File: config.mk
export PLATFORM = sky130hd
export DESIGN_NAME = ledi2c_target
export DESIGN_NICKNAME = d
export VERILOG_FILES = /design/src/rtl/ledi2c_pkg.sv /design/src/rtl/ledi2c_deglitch.sv /design/src/rtl/ledi2c_regbank.sv /design/src/rtl/ledi2c_target.sv
export SDC_FILE = /design/constraint.sdc
export NUM_CORES = 1
export LEC_CHECK = 0
export BUFFER_PORTS_ARGS = -buffer_cell sky130_fd_sc_hd__buf_2
export CORE_MARGIN = 10
export CORE_UTILIZATION = 59
export CTS_CLUSTER_DIAMETER = 150
export DETAILED_ROUTE_END_ITERATION = 16
export HOLD_SLACK_MARGIN = 0.1
export PLACE_DENSITY = 0.77
export SYNTH_ARGS = -nofsm -noshare
export SYNTH_HDL_FRONTEND = slang
export SYNTH_SLANG_ARGS = --single-unit
export TNS_END_PERCENT = 5
File: constraint.sdc
create_clock -name clk -period 2.96 [get_ports clk]
set_input_delay 0.148 -clock clk [delete_from_list [all_inputs] [get_ports clk]]
set_output_delay 0.148 -clock clk [all_outputs]
set_load 0.05 [all_outputs]
File: src/rtl/ledi2c_pkg.sv
package ledi2c_pkg;

    localparam int          PTR_W      = 4;
    localparam logic [3:0]  REG_LAST   = 4'd9;
    localparam logic [3:0]  RW_FIRST   = 4'd2;
    localparam logic [3:0]  WR_WRAP    = 4'd2;
    localparam logic [3:0]  RD_WRAP    = 4'd0;
    localparam int          NUM_RW     = 8;
    localparam int          CTL_NUM    = 6;
    localparam int          INC_BIT    = 4;
    localparam logic [3:0]  DEV_HI     = 4'b1100;
    localparam logic [7:0]  DUTY_RESET = 8'h80;

    typedef enum logic [2:0] {
        ST_IDLE, ST_DEV, ST_PTR, ST_WR, ST_ACK, ST_RD, ST_MACK
    } phase_e;

    typedef struct packed {
        phase_e      phase;
        phase_e      after_ack;
        logic [3:0]  cnt;
        logic [7:0]  shreg;
        logic [3:0]  ptr;
        logic        inc;
        logic        macked;
        logic        pull;
        logic        scl_p;
        logic        sda_p;
        logic        we;
        logic [3:0]  waddr;
        logic [7:0]  wdata;
    } ctl_s;

endpackage

File: src/rtl/ledi2c_deglitch.sv
module ledi2c_deglitch #(
    parameter int LEN = 4
) (
    input  logic clk,
    input  logic rst_n,
    input  logic din,
    output logic dout
);
    localparam int CW = $clog2(LEN + 1);

    typedef struct packed {
        logic [1:0]    sync;
        logic [CW-1:0] cnt;
        logic          out;
    } flt_s;

    flt_s f_d, f_q;

    always_comb begin
        f_d      = f_q;
        f_d.sync = {f_q.sync[0], din};
        if (f_q.sync[1] == f_q.out) begin
            f_d.cnt = '0;
        end else if (f_q.cnt == CW'(LEN - 1)) begin
            f_d.out = f_q.sync[1];
            f_d.cnt = '0;
        end else begin
            f_d.cnt = f_q.cnt + 1'b1;
        end
    end

    always_ff @(posedge clk or negedge rst_n) begin
        if (!rst_n) begin
            f_q.sync <= 2'b11;
            f_q.cnt  <= '0;
            f_q.out  <= 1'b1;
        end else begin
            f_q <= f_d;
        end
    end

    assign dout = f_q.out;


    glitch_filter_chk: assert property (@(posedge clk) disable iff (!rst_n)
        !$stable(f_q.out) |-> ($past(f_q.sync[1]) == f_q.out && $past(f_q.sync[1], 2) == f_q.out));

    initial begin
        if (LEN < 2) $error("LEN must be at least 2");
    end
endmodule

File: src/rtl/ledi2c_regbank.sv
module ledi2c_regbank
    import ledi2c_pkg::*;
(
    input  logic                    clk,
    input  logic                    rst_n,
    input  logic                    wr_en_i,
    input  logic [PTR_W-1:0]        wr_addr_i,
    input  logic [7:0]              wr_data_i,
    input  logic [PTR_W-1:0]        rd_addr_i,
    input  logic [7:0]              pin_state_i,
    output logic [7:0]              rd_data_o,
    output logic [CTL_NUM-1:0][7:0] ctl_o
);
    localparam int SLOT_W = $clog2(NUM_RW);

    function automatic logic [7:0] reset_val(input int a);
        return (a == 3 || a == 5) ? DUTY_RESET : 8'h00;
    endfunction

    logic [7:0]            mem_q [NUM_RW];
    logic [7:0]            mem_d [NUM_RW];
    logic [SLOT_W-1:0]     wslot, rslot;
    logic                  w_hit, r_hit;
    logic [NUM_RW*8-1:0]   mem_flat;

    assign w_hit = (wr_addr_i >= RW_FIRST) && (wr_addr_i <= REG_LAST);
    assign r_hit = (rd_addr_i >= RW_FIRST) && (rd_addr_i <= REG_LAST);
    assign wslot = SLOT_W'(wr_addr_i - RW_FIRST);
    assign rslot = SLOT_W'(rd_addr_i - RW_FIRST);

    always_comb begin
        mem_d = mem_q;
        if (wr_en_i && w_hit) mem_d[wslot] = wr_data_i;
    end

    for (genvar g = 0; g < NUM_RW; g++) begin : g_slot
        always_ff @(posedge clk or negedge rst_n) begin
            if (!rst_n) mem_q[g] <= reset_val(g + int'(RW_FIRST));
            else        mem_q[g] <= mem_d[g];
        end
        assign mem_flat[g*8 +: 8] = mem_q[g];
    end

    for (genvar k = 0; k < CTL_NUM; k++) begin : g_ctl
        assign ctl_o[k] = mem_q[k];
    end

    always_comb begin
        rd_data_o = 8'h00;
        if (rd_addr_i == '0) rd_data_o = pin_state_i;
        else if (r_hit)      rd_data_o = mem_q[rslot];
    end


    ro_discard_chk: assert property (@(posedge clk) disable iff (!rst_n)
        (wr_en_i && !w_hit) |=> $stable(mem_flat));
endmodule

File: src/rtl/ledi2c_target.sv
module ledi2c_target
    import ledi2c_pkg::*;
#(
    parameter int FILT_LEN = 4
) (
    input  logic       clk,
    input  logic       rst_n,
    input  logic       scl_i,
    input  logic       sda_i,
    output logic       sda_pull_o,
    input  logic [2:0] addr_sel_i,
    input  logic [7:0] pin_state_i,
    output logic [7:0] prescale0_o,
    output logic [7:0] duty0_o,
    output logic [7:0] prescale1_o,
    output logic [7:0] duty1_o,
    output logic [7:0] select_lo_o,
    output logic [7:0] select_hi_o
);
    logic [1:0] raw_lines, flt_lines;
    logic       scl_f, sda_f;

    assign raw_lines = {sda_i, scl_i};
    for (genvar i = 0; i < 2; i++) begin : g_flt
        ledi2c_deglitch #(.LEN(FILT_LEN)) u_flt (
            .clk  (clk),
            .rst_n(rst_n),
            .din  (raw_lines[i]),
            .dout (flt_lines[i])
        );
    end
    assign scl_f = flt_lines[0];
    assign sda_f = flt_lines[1];

    ctl_s q, d;
    logic [7:0]              rdata;
    logic [CTL_NUM-1:0][7:0] ctl;
    logic scl_rise, scl_fall, bus_start, bus_stop;
    logic [3:0] next_wr, next_rd;

    assign scl_rise  =  scl_f & ~q.scl_p;
    assign scl_fall  = ~scl_f &  q.scl_p;
    assign bus_start =  q.sda_p & ~sda_f & scl_f & q.scl_p;
    assign bus_stop  = ~q.sda_p &  sda_f & scl_f & q.scl_p;
    assign next_wr   = (q.ptr >= REG_LAST) ? WR_WRAP : q.ptr + 4'd1;
    assign next_rd   = (q.ptr >= REG_LAST) ? RD_WRAP : q.ptr + 4'd1;

    always_comb begin
        d       = q;
        d.we    = 1'b0;
        d.scl_p = scl_f;
        d.sda_p = sda_f;
        if (bus_start) begin
            d.phase = ST_DEV;
            d.cnt   = '0;
            d.pull  = 1'b0;
        end else if (bus_stop) begin
            d.phase = ST_IDLE;
            d.pull  = 1'b0;
        end else begin
            case (q.phase)
                ST_DEV, ST_PTR, ST_WR: begin
                    if (scl_rise) begin
                        d.shreg = {q.shreg[6:0], sda_f};
                        d.cnt   = q.cnt + 4'd1;
                    end else if (scl_fall && q.cnt == 4'd8) begin
                        d.cnt   = '0;
                        d.pull  = 1'b1;
                        d.phase = ST_ACK;
                        case (q.phase)
                            ST_DEV: begin
                                if (q.shreg[7:1] == {DEV_HI, addr_sel_i}) begin
                                    d.after_ack = q.shreg[0] ? ST_RD : ST_PTR;
                                end else begin
                                    d.pull  = 1'b0;
                                    d.phase = ST_IDLE;
                                end
                            end
                            ST_PTR: begin
                                d.ptr       = q.shreg[3:0];
                                d.inc       = q.shreg[INC_BIT];
                                d.after_ack = ST_WR;
                            end
                            default: begin
                                d.we        = 1'b1;
                                d.waddr     = q.ptr;
                                d.wdata     = q.shreg;
                                d.after_ack = ST_WR;
                                if (q.inc) d.ptr = next_wr;
                            end
                        endcase
                    end
                end
                ST_ACK: begin
                    if (scl_fall) begin
                        d.phase = q.after_ack;
                        d.cnt   = '0;
                        if (q.after_ack == ST_RD) begin
                            d.shreg = rdata;
                            d.pull  = ~rdata[7];
                        end else begin
                            d.pull  = 1'b0;
                        end
                    end
                end
                ST_RD: begin
                    if (scl_fall) begin
                        if (q.cnt == 4'd7) begin
                            d.pull  = 1'b0;
                            d.phase = ST_MACK;
                            d.cnt   = '0;
                            if (q.inc) d.ptr = next_rd;
                        end else begin
                            d.shreg = {q.shreg[6:0], 1'b0};
                            d.pull  = ~q.shreg[6];
                            d.cnt   = q.cnt + 4'd1;
                        end
                    end
                end
                ST_MACK: begin
                    if (scl_rise) begin
                        d.macked = ~sda_f;
                    end else if (scl_fall) begin
                        if (q.macked) begin
                            d.phase = ST_RD;
                            d.shreg = rdata;
                            d.pull  = ~rdata[7];
                            d.cnt   = '0;
                        end else begin
                            d.phase = ST_IDLE;
                        end
                    end
                end
                default: ;
            endcase
        end
    end

    always_ff @(posedge clk or negedge rst_n) begin
        if (!rst_n) begin
            q           <= '0;
            q.phase     <= ST_IDLE;
            q.after_ack <= ST_IDLE;
            q.scl_p     <= 1'b1;
            q.sda_p     <= 1'b1;
        end else begin
            q <= d;
        end
    end

    ledi2c_regbank u_bank (
        .clk        (clk),
        .rst_n      (rst_n),
        .wr_en_i    (q.we),
        .wr_addr_i  (q.waddr),
        .wr_data_i  (q.wdata),
        .rd_addr_i  (q.ptr),
        .pin_state_i(pin_state_i),
        .rd_data_o  (rdata),
        .ctl_o      (ctl)
    );

    assign sda_pull_o  = q.pull;
    assign prescale0_o = ctl[0];
    assign duty0_o     = ctl[1];
    assign prescale1_o = ctl[2];
    assign duty1_o     = ctl[3];
    assign select_lo_o = ctl[4];
    assign select_hi_o = ctl[5];


    sda_hold_chk: assert property (@(posedge clk) disable iff (!rst_n)
        !$stable(q.pull) |-> !$past(scl_f));


    idle_release_chk: assert property (@(posedge clk) disable iff (!rst_n)
        (q.phase == ST_IDLE) |-> !q.pull);


    write_pulse_chk: assert property (@(posedge clk) disable iff (!rst_n)
        q.we |=> !q.we);


    ack_phase_chk: assert property (@(posedge clk) disable iff (!rst_n)
        (q.phase == ST_ACK) |-> q.pull);
endmodule

==> qor.yml <==
routing:
  wl_um: 15000
  drc: 0
  ant_nets: 0
  vias: 4315
  routed_via_density: 6.16
  drt_first_iter_violations: 361
  first_pass_iters: 6
  avgRoutedWirePerCell_um: 21.4
synth:
  ys_top_cells_by_area: "dfrtp_1, mux2_2, buf_4"
  synth-edff-count: 0
  yosysWarnings: 0
  synth_fp_nets: 546
  synth_top_cell_by_area: "dfrtp_1"
  synth.top_cell.area_share_pct: 42.4
  ys_seq_area_share_pct: 46.6
  synth_commonest_cells: "dfrtp_1, mux2_2, buf_4"
  synth-main-ff-cell: "dfrtp_1"
  synth_area_sq_um: 6250
  async_reset_ff_share_pct: 100
  synth.avg_cell_area_sq_um: 12.0
  ys_ff_latch: 116
  synthCells: 522
  synth_most_common_cell: "dfrtp_1"
  ys_types: 60
floorplanning:
  start_util_pct: 60.6
  die_height_um: 123
  die_area_sq_um: 15100
  core_sq_um: 10300
  die_w_um: 123
  rows: 37
  ioPinCount: 64
sta:
  worst_slack_ps: 541
  setup_viol: 0
  finalCriticalPeriod_ps: 2420
  rsz0062_at_grt: "no"
  post-route-period-util_pct: 81.7
  fmax_mhz: 413
  worst_slew_pin_slew_ps: 934
  finClkSkew_ps: 8.24
  slew_violations: 0
  hold_viol: 0
  relSlewSlack_pct: 37.5
  setup-tns-final_ps: 0
finish:
  diodes: 0
  fin_util_pct: 67.4
  final_nets: 577
  nFillCells: 769
  fin_area_sq_um: 6960
  drive_gt1_share_pct: 39.2
  syn_to_final_growth_pct: 11.3
clock_network:
  cts_sinks: 116
  cts_buffers: 17
  cts_tree: "yes"
  cts_htree_levels: 4
  cts_buffer_depth: 2
  root_buffer: "clkbuf_8"
  clk_pin_slew_ps: 50
  clk_latency_ps: 520
placed_design:
  post-place-ws_ps: 591
  place_area_sq_um: 6380
  finalWeightedCongestion: 0.882
  portBuffers: 63
  dp_hpwl_um: 10700
power:
  finalPower_uw: 4790
  peakVddDrop_v: 0.000474
  p_leak_uw: 0.00329
  power_density_nw_per_um2: 688
status:
  status: "finished clean"
setup_path:
  path_max_fanout: 26
  critPathKind: "register to register"
  worst_ep_arrival_time_ps: 2860
  end_kind: "register"
  cp_data_required_time_ps: 3400
  startpoint_type: "register"
grt:
  grt_pass1_wl_um: 24000
  grt_max_degree: 65
  grt_pass1_vias: 4482
  grtUsageTotal_pct: 20.6
  antenna_found_initial: 0
  grt_overflow: 0
flow_run:
  cap_violations: 0
worst_hold_path:
  worstHoldPathType: "primary input to register"
==> placed cells by master, fill, tap and decap left out, types with 5 or more instances in the layout <==
| cell type | count |
|---|---|
| nand2_1 | 17 |
| nor2b_1 | 10 |
| nand2b_1 | 7 |
| dlygate4sd3_1 | 5 |
| buf_2 | 62 |
| mux2i_1 | 27 |
| dfrtp_1 | 106 |
| ha_1 | 9 |
| buf_4 | 15 |
| inv_1 | 17 |
| nand3b_1 | 8 |
| nand3_1 | 7 |
| o21ai_0 | 28 |
| nor3_1 | 7 |
| mux2_2 | 81 |
| a21oi_1 | 18 |
| nor2_1 | 16 |
| dfstp_2 | 10 |
| clkbuf_16 | 16 |
| mux4_2 | 14 |
==> kinds of logic (layout without fill, tap and decap cells) <==
kind of cell               Yosys count  after routing  share of synthesized area (%)
muxes                              123            123                           24.2
DFF                                116            116                           46.6
and+or+nand+nor                     92             92                           8.59
AOI/OAI and AO/OA                   88             88                           9.35
buffers and inverters               87            129                           8.46
adders and majority gates            9              9                           1.80
xor gates and xnor gates             7              7                          0.981
==> worst paths after layout <==
kind | slack, ps | start | cells past startpoint | end
worst min register to register | 350 | g_flt[1].u_flt.f_d[5] | 0 | g_flt[1].u_flt.f_q[5]
worst max register to register | 540 | q[39] | 6 | q[27]
max in group asynchronous | 1890 | rst_n | 3 | g_flt[0].u_flt.f_q[5]
worst min-delay path | 110 | pin_state_i[6] | 5 | q[28]
min in group asynchronous | 270 | rst_n | 2 | g_flt[1].u_flt.f_q[2]
worst max-delay path | 540 | q[39] | 6 | q[27]
==> area by class of cell <==
cell class / instances / area [sq um] / share of cell area, %
Inverter: 17 / 63.8 / 0.917
Clock inverter: 9 / 82.6 / 1.19
Clock buffer: 21 / 449 / 6.45
Timing Repair Buffer: 82 / 473 / 6.79
Multi-Input combinational cell: 319 / 2810 / 40.3
Sequential cell: 116 / 2920 / 41.9
Tap cell: 136 / 170 / 2.44
==> critical path, cell delays in order, from the launching register on <==
cell      delay (ps)
dfrtp_1          800
nand2_1          210
o311ai_2         280
a21oi_2           70
nor4_4           540
buf_4            240
mux2i_1          190
==> power breakdown <==
part	internal, uW	switching [uW]	leakage [uW]	total, uW
combinational	425	512	0.00147	937
clock	1140	683	0.000259	1820
sequential	1750	276	0.00155	2030
total	3320	1470	0.00329	4790
==> repair_timing <==
action	in CTS	in global routing
hold buffers	5	0
gates resized for setup	0	0
buffers inserted	0	0
endpoints found under the hold margin	61	0
==> through the flow <==
stage | std cells | hold slack [ps]
2_1_floorplan | 522 | -148
3_3_place_gp | 665 | 255
3_5_place_dp | 665 | 257
4_1_cts | 700 | 107
5_1_grt | 700 | 143
6_report | 700 | 113
==> per-layer routing <==
layer,vias up,wire length (um),global-route usage (%),share of wire [%]
li1,1917,-,-,-
met4,0,312,7.95,2.1
met5,-,0,0,0
met1,2206,6360,26.7,43
met3,30,1120,5.70,7.5
met2,162,7170,32.2,48
==> sequential cells by signal, summed over array words and instances, names as in the netlist <==
signal,cells
u_bank.mem_flat,16
u_bank.ctl_o,48
g_flt.u_flt.f_q,8
g_flt.u_flt.dout,2
sda_pull_o,1
g_flt.u_flt.f_d,2
q,39
No activity file was read; power rests on OpenSTA's default activity.
